`src/rtl/ioread_pkg.sv`:
```
// Shared widths and state encoding for the I/O space read sequencer.
// Assumes a 16-bit port space placed on a wider external address bus.
package ioread_pkg;
    localparam int PORT_W = 16;
    localparam int WORD_W = 16;

    typedef enum logic [1:0] {
        SEQ_IDLE   = 2'd0,
        SEQ_ACCESS = 2'd1,
        SEQ_DRAIN  = 2'd2
    } seq_state_t;
endpackage

```
`src/rtl/ioread_ctrl.sv`:
```
// Sequence controller: accepts a start when idle, runs rep+1 access cycles,
// then one drain cycle for the final destination write.
// Assumes start is a single-cycle pulse; starts while busy are dropped.
module ioread_ctrl
    import ioread_pkg::*;
#(
    parameter int CNT_W = 16
) (
    input  logic clk,
    input  logic rst_n,
    input  logic start,
    input  logic [CNT_W-1:0] rep_cnt,
    input  logic dst_is_acc,
    output logic launch,
    output logic access,
    output logic acc_dst,
    output logic busy
);
    seq_state_t state;
    logic [CNT_W-1:0] remain;

    assign launch = (state == SEQ_IDLE) && start;
    assign access = (state == SEQ_ACCESS);
    assign busy   = (state != SEQ_IDLE);

    // Advance the state machine and the remaining-access counter.
    always_ff @(posedge clk) begin
        if (!rst_n) begin
            state   <= SEQ_IDLE;
            remain  <= '0;
            acc_dst <= 1'b0;
        end else begin
            case (state)
                SEQ_IDLE: if (start) begin
                    state   <= SEQ_ACCESS;
                    remain  <= rep_cnt;
                    acc_dst <= dst_is_acc;
                end
                SEQ_ACCESS: begin
                    if (remain == '0) state <= SEQ_DRAIN;
                    else remain <= remain - 1'b1;
                end
                SEQ_DRAIN: state <= SEQ_IDLE;
                default:   state <= SEQ_IDLE;
            endcase
        end
    end


    restart_ignored_chk: assert property (@(posedge clk) disable iff (!rst_n)
        (busy && start && state == SEQ_ACCESS && remain != '0) |=> (state == SEQ_ACCESS));

    drain_ends_chk: assert property (@(posedge clk) disable iff (!rst_n)
        (state == SEQ_DRAIN) |=> !busy);
endmodule

```
`src/rtl/ioread_addr.sv`:
```
// Port address generator: loads the start port on launch and post-increments
// after every access, wrapping naturally inside the 16-bit port space.
module ioread_addr
    import ioread_pkg::*;
#(
    parameter int BUS_AW = 22
) (
    input  logic clk,
    input  logic rst_n,
    input  logic launch,
    input  logic access,
    input  logic [PORT_W-1:0] start_port,
    output logic [BUS_AW-1:0] io_addr,
    output logic io_strb_n
);
    localparam int HI_W = BUS_AW - PORT_W;
    logic [PORT_W-1:0] port;

    // Hold the current port; step it after each access.
    always_ff @(posedge clk) begin
        if (!rst_n)      port <= '0;
        else if (launch) port <= start_port;
        else if (access) port <= port + 1'b1;
    end

    // Drive the bus only while an access is in progress.
    always_comb begin
        io_addr   = access ? {{HI_W{1'b0}}, port} : '0;
        io_strb_n = !access;
    end


    port_step_chk: assert property (@(posedge clk) disable iff (!rst_n)
        (access && $past(access)) |-> (io_addr[PORT_W-1:0] == $past(io_addr[PORT_W-1:0]) + 16'd1));

    upper_zero_chk: assert property (@(posedge clk) disable iff (!rst_n)
        !io_strb_n |-> (io_addr[BUS_AW-1:PORT_W] == '0));
endmodule

```
`src/rtl/ioread_capture.sv`:
```
// Capture and flag unit: latches the low data lines at the end of each access,
// raises the destination write one cycle later, and updates N/Z only for
// accumulator destinations.
module ioread_capture
    import ioread_pkg::*;
#(
    parameter int BUS_DW = 32
) (
    input  logic clk,
    input  logic rst_n,
    input  logic access,
    input  logic acc_dst,
    input  logic [BUS_DW-1:0] io_data,
    output logic dst_we,
    output logic [WORD_W-1:0] dst_wdata,
    output logic flag_n,
    output logic flag_z
);
    logic [WORD_W-1:0] word;
    logic flag_upd;

    assign word     = io_data[WORD_W-1:0];
    assign flag_upd = access && acc_dst;

    // Register the read word and the write strobe.
    always_ff @(posedge clk) begin
        if (!rst_n) begin
            dst_we    <= 1'b0;
            dst_wdata <= '0;
        end else begin
            dst_we <= access;
            if (access) dst_wdata <= word;
        end
    end

    // Update status flags from the word, accumulator destination only.
    always_ff @(posedge clk) begin
        if (!rst_n) begin
            flag_n <= 1'b0;
            flag_z <= 1'b0;
        end else if (flag_upd) begin
            flag_n <= word[WORD_W-1];
            flag_z <= (word == '0);
        end
    end


    flags_hold_chk: assert property (@(posedge clk) disable iff (!rst_n)
        !flag_upd |=> $stable({flag_n, flag_z}));

    flags_follow_chk: assert property (@(posedge clk) disable iff (!rst_n)
        flag_upd |=> (flag_n == dst_wdata[WORD_W-1]) && (flag_z == (dst_wdata == '0)));
endmodule

```
`src/rtl/ioread_seq.sv`:
```
// Top of the I/O space read sequencer. Wires the controller, the port
// address generator and the capture/flag unit. Assumes the external device
// returns data combinationally within the strobe cycle.
module ioread_seq
    import ioread_pkg::*;
#(
    parameter int BUS_AW = 22,
    parameter int BUS_DW = 32,
    parameter int CNT_W  = 16
) (
    input  logic clk,
    input  logic rst_n,
    input  logic start,
    input  logic [PORT_W-1:0] start_port,
    input  logic [CNT_W-1:0] rep_cnt,
    input  logic dst_is_acc,
    output logic busy,
    output logic [BUS_AW-1:0] io_addr,
    output logic io_strb_n,
    input  logic [BUS_DW-1:0] io_data,
    output logic dst_we,
    output logic [WORD_W-1:0] dst_wdata,
    output logic flag_n,
    output logic flag_z
);
    logic launch, access, acc_dst;

    ioread_ctrl #(.CNT_W(CNT_W)) u_ctrl (
        .clk(clk), .rst_n(rst_n), .start(start), .rep_cnt(rep_cnt),
        .dst_is_acc(dst_is_acc), .launch(launch), .access(access),
        .acc_dst(acc_dst), .busy(busy)
    );

    ioread_addr #(.BUS_AW(BUS_AW)) u_addr (
        .clk(clk), .rst_n(rst_n), .launch(launch), .access(access),
        .start_port(start_port), .io_addr(io_addr), .io_strb_n(io_strb_n)
    );

    ioread_capture #(.BUS_DW(BUS_DW)) u_cap (
        .clk(clk), .rst_n(rst_n), .access(access), .acc_dst(acc_dst),
        .io_data(io_data), .dst_we(dst_we), .dst_wdata(dst_wdata),
        .flag_n(flag_n), .flag_z(flag_z)
    );


    strobe_in_busy_chk: assert property (@(posedge clk) disable iff (!rst_n)
        !io_strb_n |-> busy);

    write_after_access_chk: assert property (@(posedge clk) disable iff (!rst_n)
        dst_we |-> ($past(!io_strb_n) && busy));
endmodule

```
`config.mk`:
```
export PLATFORM = sky130hd
export DESIGN_NAME = ioread_seq
export DESIGN_NICKNAME = d
export VERILOG_FILES = /design/src/rtl/ioread_pkg.sv /design/src/rtl/ioread_ctrl.sv /design/src/rtl/ioread_addr.sv /design/src/rtl/ioread_capture.sv /design/src/rtl/ioread_seq.sv
export SDC_FILE = /design/constraint.sdc
export NUM_CORES = 1
export LEC_CHECK = 0
export BUFFER_PORTS_ARGS = -buffer_cell sky130_fd_sc_hd__clkbuf_2
export CAP_MARGIN = 20
export CORE_MARGIN = 2
export CORE_UTILIZATION = 48
export CTS_BUF_LIST = sky130_fd_sc_hd__clkbuf_16
export DETAILED_ROUTE_END_ITERATION = 10
export PLACE_DENSITY = 0.84
export RECOVER_POWER = 100
export SLEW_MARGIN = 20
export SYNTH_ARGS = -nofsm -noshare
export SYNTH_HDL_FRONTEND = slang
export SYNTH_SLANG_ARGS = --single-unit
```
`constraint.sdc`:
```
create_clock -name clk -period 2.3 [get_ports clk]
set_input_delay 0.345 -clock clk [delete_from_list [all_inputs] [get_ports clk]]
set_output_delay 0.345 -clock clk [all_outputs]
set_load 0.02 [all_outputs]
```
==> results of run 1 <==
## power breakdown
group / leakage, uW / total, uW / switching (uW) / internal, uW
Clock: 0.0000694 / 714 / 320 / 394
Sequential: 0.000445 / 1130 / 92.4 / 1040
Combinational: 0.000786 / 716 / 441 / 274
## path summary, 6_finish.rpt
| path | endpoint | cells after the start | startpoint |
|---|---|---|---|
| setup / recovery | u_ctrl.remain[14] | 4 | u_ctrl.remain[4] |
| hold / removal | u_ctrl.remain[4] | 3 | rep_cnt[4] |
| setup reg to reg | u_ctrl.remain[14] | 4 | u_ctrl.remain[4] |
| hold reg to reg | u_cap.dst_wdata[11] | 2 | u_cap.dst_wdata[11] |
## cell type report
cell class	count	area (um2)	share of cell area (%)
Clock buffer	5	125.1	3.772
Clock inverter	2	10.01	0.3018
Inverter	9	33.78	1.018
Multi-Input combinational cell	263	1484	44.74
Sequential cell	54	1081	32.59
Tap cell	72	90.09	2.716
Timing Repair Buffer	101	493.0	14.86
## metrics by stage
step,total power [uW],util (%),setup slack (ns),area (um2)
2_1_floorplan,1651,-,0.07754,2736
3_3_place_gp,1856,59.21,0.1453,3241
3_5_place_dp,1877,59.21,0.1181,3241
4_1_cts,2585,61.68,0.1118,3376
5_1_grt,2725,60.61,0.02641,3317
6_report,2561,60.61,0.1593,3317
## state kept, by name (all words and copies together), names as in the netlist
signal / count
u_addr.port: 16
u_cap.dst_wdata: 16
u_cap.dst_we: 1
u_cap.flag_n: 1
u_cap.flag_z: 1
u_ctrl.acc_dst: 1
u_ctrl.remain: 16
u_ctrl.state: 2
## cells by family after synthesis
logic type                 after synthesis  share of synthesized area (%)
and+or+nand+nor                        152                          27.86
DFF                                     54                          39.78
xor gates and xnor gates                13                          4.190
buffers and inverters                   39                          6.353
AOI/OAI and AO/OA                       90                          20.76
other                                    1                         0.1380
adders and majority gates                2                         0.9207
## critical path, cell delays in order (launching register included)
cell	delay, ns
dfxtp_1	0.34
or4_4	0.60
or3_1	0.44
or4_1	0.52
a31oi_1	0.16
## what timing repair did
item                                    in CTS  in global routing
hold buffers                                 0                  0
endpoints found under the hold margin        0                  0
endpoints found under the setup margin       0                  3
resized for setup                            0                  1
setup buffers                                0                  0
## cells in the final DEF, fill, tap and decap left out, types with 6 or more instances in the layout
cell / instances
clkbuf_1: 38
conb_1: 6
o21ai_0: 11
clkbuf_2: 54
dfxtp_1: 54
and2_1: 14
a211oi_1: 9
or3_1: 7
nor4_1: 11
buf_4: 8
a21oi_1: 42
nand2_1: 50
nand3_1: 11
inv_1: 9
nor2_1: 27
nor3_1: 10
xor2_1: 8
## layer usage
metal | GRT usage (%) | vias to the layer above | routed length (um)
met3 | 3.977 | 11 | 404
met5 | 0 | - | 0
met1 | 28.52 | 1268 | 3077
met2 | 37.20 | 93 | 3361
met4 | 7.069 | 0 | 96
li1 | - | 1416 | -
==> reports/results.tsv, run 1 <==
metric	value	unit
outcome	complete, no violations	
layout cells sized above 1	17.51	%
FP Rows	27	
actual slew at the worst max-slew pin	0.5816	ns
DRT Pass-1 Iters	5	
synthesized area	2718	um2
RSZ-0062 raised after global routing	false	
fin. max-slew vios	0	
CP Launch Type	register	
# H-tree levels	2	
initial antenna violation count	0	
Tmin final	2.141	ns
Leak	0.001300	uW
# fillers	551	
YS warnings	0	
Period Utilization, post-route	93.07	%
Layout Nets	504	
worst hold path class	in2reg	
final hold slack	0.2740	ns
Die X	79.25	um
Avg Cell Area, Syn	7.742	um2
Post-DP HPWL	5.020	mm
Die Y	79.25	um
Seq/Total Area, Yosys	39.78	%
WL per Instance	13.72	um
CTS buffer count	5	
Post-Syn Instances	351	
CP Class	reg2reg	
Initial Util	49.66	%
gr usage total	22.04	%
max-cap viol count	0	
Routed Antenna Nets	0	
CTS tree	built	
pwr dens	772.2	nW/um2
share of the synthesized area in the top cell type	39.78	%
DR vias/cell	5.510	
1st-iter DRT viols	145	
first-pass GRT wire length	11.05	mm
fmax	0.4671	GHz
final hold violation count	0	
Max Clock Skew	0.003768	ns
DRT Wirelength	6.941	mm
EDFF count, synth	0	
deepest clock path buffer count	2	
VDD IR max	0.3398	mV
placed instance count	499	
crit-path max FO	8	
Async SR Flop Fraction	0	%
number of port buffers	88	
clk sinks	54	
Post-synth top cells	dfxtp_1, nand2_1, a21oi_1	
R2R Setup Slk	0.16	ns
most common cell in the netlist	dfxtp_1	
top cells by area, synth	dfxtp_1, a21oi_1, nand2_1	
Primary FF master, synth	dfxtp_1	
vias in the first global route	2437	
synth unique cells	46	
post-route setup TNS	0	ns
Worst EP required	2.51	ns
antenna fix cells	0	
insertion delay to the later sink of the worst-skew pair	0.29	ns
pin count of the biggest net entering global routing	32	
Critical Path End Type	register	
Worst Path Arrival	2.35	ns
Die ar.	6280	um2
Synth area leader	dfxtp_1	
CTS clk-pin slew, worst paths	0.07	ns
Area Growth Syn to Fin	22.05	%
Final setup viols	0	
number of top-level pins	111	
Synth Register Bits	54	
gpl congestion	0.8345	
global route overflow	0	
Residual DRC	0	
Root Buffer	clkbuf_16	
Core ar.	5473	um2
fin cells	506	
via count	2788	
Slew headroom	61.23	%
Note: power is estimated with default switching activity, not from simulation.
==> inputs of run 2 (changes only) <==
--- a/config.mk
+++ b/config.mk
@@ -8,10 +8,10 @@
 export BUFFER_PORTS_ARGS = -buffer_cell sky130_fd_sc_hd__clkbuf_2
 export CAP_MARGIN = 20
 export CORE_MARGIN = 2
-export CORE_UTILIZATION = 48
+export CORE_UTILIZATION = 50
 export CTS_BUF_LIST = sky130_fd_sc_hd__clkbuf_16
 export DETAILED_ROUTE_END_ITERATION = 10
-export PLACE_DENSITY = 0.84
+export PLACE_DENSITY = 0.86
 export RECOVER_POWER = 100
 export SLEW_MARGIN = 20
 export SYNTH_ARGS = -nofsm -noshare
==> constraint.sdc (replaced) <==
create_clock -name clk -period 2.8 [get_ports clk]
set_input_delay 0.42 -clock clk [delete_from_list [all_inputs] [get_ports clk]]
set_output_delay 0.42 -clock clk [all_outputs]
set_load 0.02 [all_outputs]
==> reports/results.tsv, run 2 (synthesized netlist as in run 1, its figures left out) <==
metric	value	unit	change
Worst Path Arrival	2.73	ns	+0.38 ns
1st-iter DRT viols	171		+18%
Period Utilization, post-route	90.13	%	-2.9 points
Comb pwr share	26.2	%	-1.7 points
fin. max-slew vios	0		unchanged
Max Clock Skew	0.006207	ns	+0.002440 ns
insertion delay to the later sink of the worst-skew pair	0.29	ns	about the same
fmax	0.3962	GHz	-15%
DRT Wirelength	7.423	mm	+6.9%
Layout Nets	498		-1.2%
pwr dens	673.8	nW/um2	-13%
Area Growth Syn to Fin	20.95	%	
WL per Instance	14.88	um	+8.4%
internal cell power	1485	uW	-13%
Tmin final	2.524	ns	+0.3831 ns
post-route setup TNS	0	ns	unchanged
final hold slack	0.3534	ns	+0.07935 ns
Root Buffer	clkbuf_16		
Worst EP required	3.00	ns	+0.49 ns
Critical Path End Type	register		
Post-CTS Setup Bufs	0		unchanged
number of port buffers	88		unchanged
DRT Pass-1 Iters	4		-1
final hold violation count	0		unchanged
Post-Layout Inst Area	3287	um2	-0.91%
layout cells sized above 1	16.32	%	-1.2 points
DR vias/cell	5.727		+3.9%
Post-DP Area	3181	um2	-1.9%
area of the multi-input gates	1483	um2	about the same
deepest clock path buffer count	2		unchanged
FP Rows	26		-3.7%
max-cap viol count	0		unchanged
number of top-level pins	111		unchanged
Die ar.	6041	um2	-3.8%
CP Launch Type	register		
CTS clk-pin slew, worst paths	0.07	ns	about the same
Leak	0.001279	uW	-1.6%
worst hold path class	in2reg		
clk sinks	54		unchanged
global route overflow	0		unchanged
CP Class	reg2reg		
Slew headroom	17.27	%	-44 points
via count	2858		+2.5%
actual slew at the worst max-slew pin	1.241	ns	+0.6594 ns
CTS resizes	0		unchanged
Seq pwr share	42.0	%	-2.2 points
vias in the first global route	2570		+5.5%
most frequent cells in the layout	clkbuf_2, dfxtp_1, nand2_1		
antenna fix cells	0		unchanged
biggest regs	u_addr.port: 16 flops, u_cap.dst_wdata: 16 flops, u_ctrl.remain: 16 flops		
CTS buffer count	5		unchanged
# fillers	488		-11%
Routed Antenna Nets	0		unchanged
Core ar.	5172	um2	-5.5%
Residual DRC	0		unchanged
first-pass GRT wire length	11.63	mm	+5.2%
gpl congestion	0.8842		+6.0%
RSZ-0062 raised after global routing	false		
Net Sw Frac	32.94	%	-0.40 points
outcome	complete, no violations		
FF/Latch Area	1081	um2	unchanged
pin count of the biggest net entering global routing	47		+47%
CTS tree	built		
gr usage total	23.50	%	+1.5 points
Post-DP HPWL	5.112	mm	+1.8%
commonest non-fill, non-tap cell in the layout	clkbuf_2		
sw power	729.4	uW	-15%
Die Y	77.73	um	-1.9%
Die X	77.73	um	-1.9%
crit-path max FO	13		+5
CTS Hold Bufs	0		unchanged
Clock power frac	31.9	%	+4.0 points
placed instance count	491		-1.6%
# H-tree levels	2		unchanged
total power	2215	uW	-14%
Initial Util	52.54	%	+2.9 points
fin cells	499		-1.4%
initial antenna violation count	0		unchanged
VDD IR max	0.3040	mV	-11%
Final setup viols	0		unchanged
[run 2: power groups by stage]
| stage | Sequential [uW] | Clock, uW | Combinational [uW] |
|---|---|---|---|
| after floorplan | 949 | 0 | 407 |
| after global routing | 942 | 748 | 636 |
| after CTS | 928 | 711 | 592 |
| final | 929 | 705 | 580 |
| after global placement | 939 | 0 | 569 |
| after detailed placement | 944 | 0 | 587 |
[run 2: metal layers]
layer / track usage, % / vias to the layer above / wire length, um
met2: 41.12 / 116 / 3665
met1: 28.41 / 1319 / 3126
li1: - / 1409 / -
met4: 8.750 / 0 / 148
met3: 4.535 / 14 / 482
met5: 0 / - / 0
[run 2: final timing paths]
| path | start | to | slack (ns) | cells after the start |
|---|---|---|---|---|
| setup / recovery | u_ctrl.remain[4] | u_ctrl.remain[7] | 0.28 | 6 |
| hold / removal | rep_cnt[4] | u_ctrl.remain[4] | 0.35 | 3 |
| setup reg to reg | u_ctrl.remain[4] | u_ctrl.remain[7] | 0.28 | 6 |
| hold reg to reg | u_cap.dst_wdata[8] | u_cap.dst_wdata[8] | 0.45 | 2 |
[run 2: area by class of cell]
class,count,share of cell area [%]
multi-input cells,263,45.11
repair buffers,95,13.17
well taps,70,2.665
clock inverters,3,1.332
inverters,9,1.028
clock buffers,5,3.807
flip-flops and latches,54,32.89
[run 2: worst max-delay path, cell delays in order, from the launching register on]
cell and delay (ns):
dfxtp_1 0.35, or4_1 0.68, nor4_1 0.47, o21a_1 0.35, clkbuf_2 0.33, o211ai_1 0.14
o31ai_1 0.11
[run 2: stage by stage]
step	util [%]	worst slack, ns
final	63.55	0.2762
after floorplan	-	0.5025
after global routing	63.55	0.1742
after detailed placement	61.49	0.4212
after CTS	64.76	0.3959
after global placement	61.49	0.4806
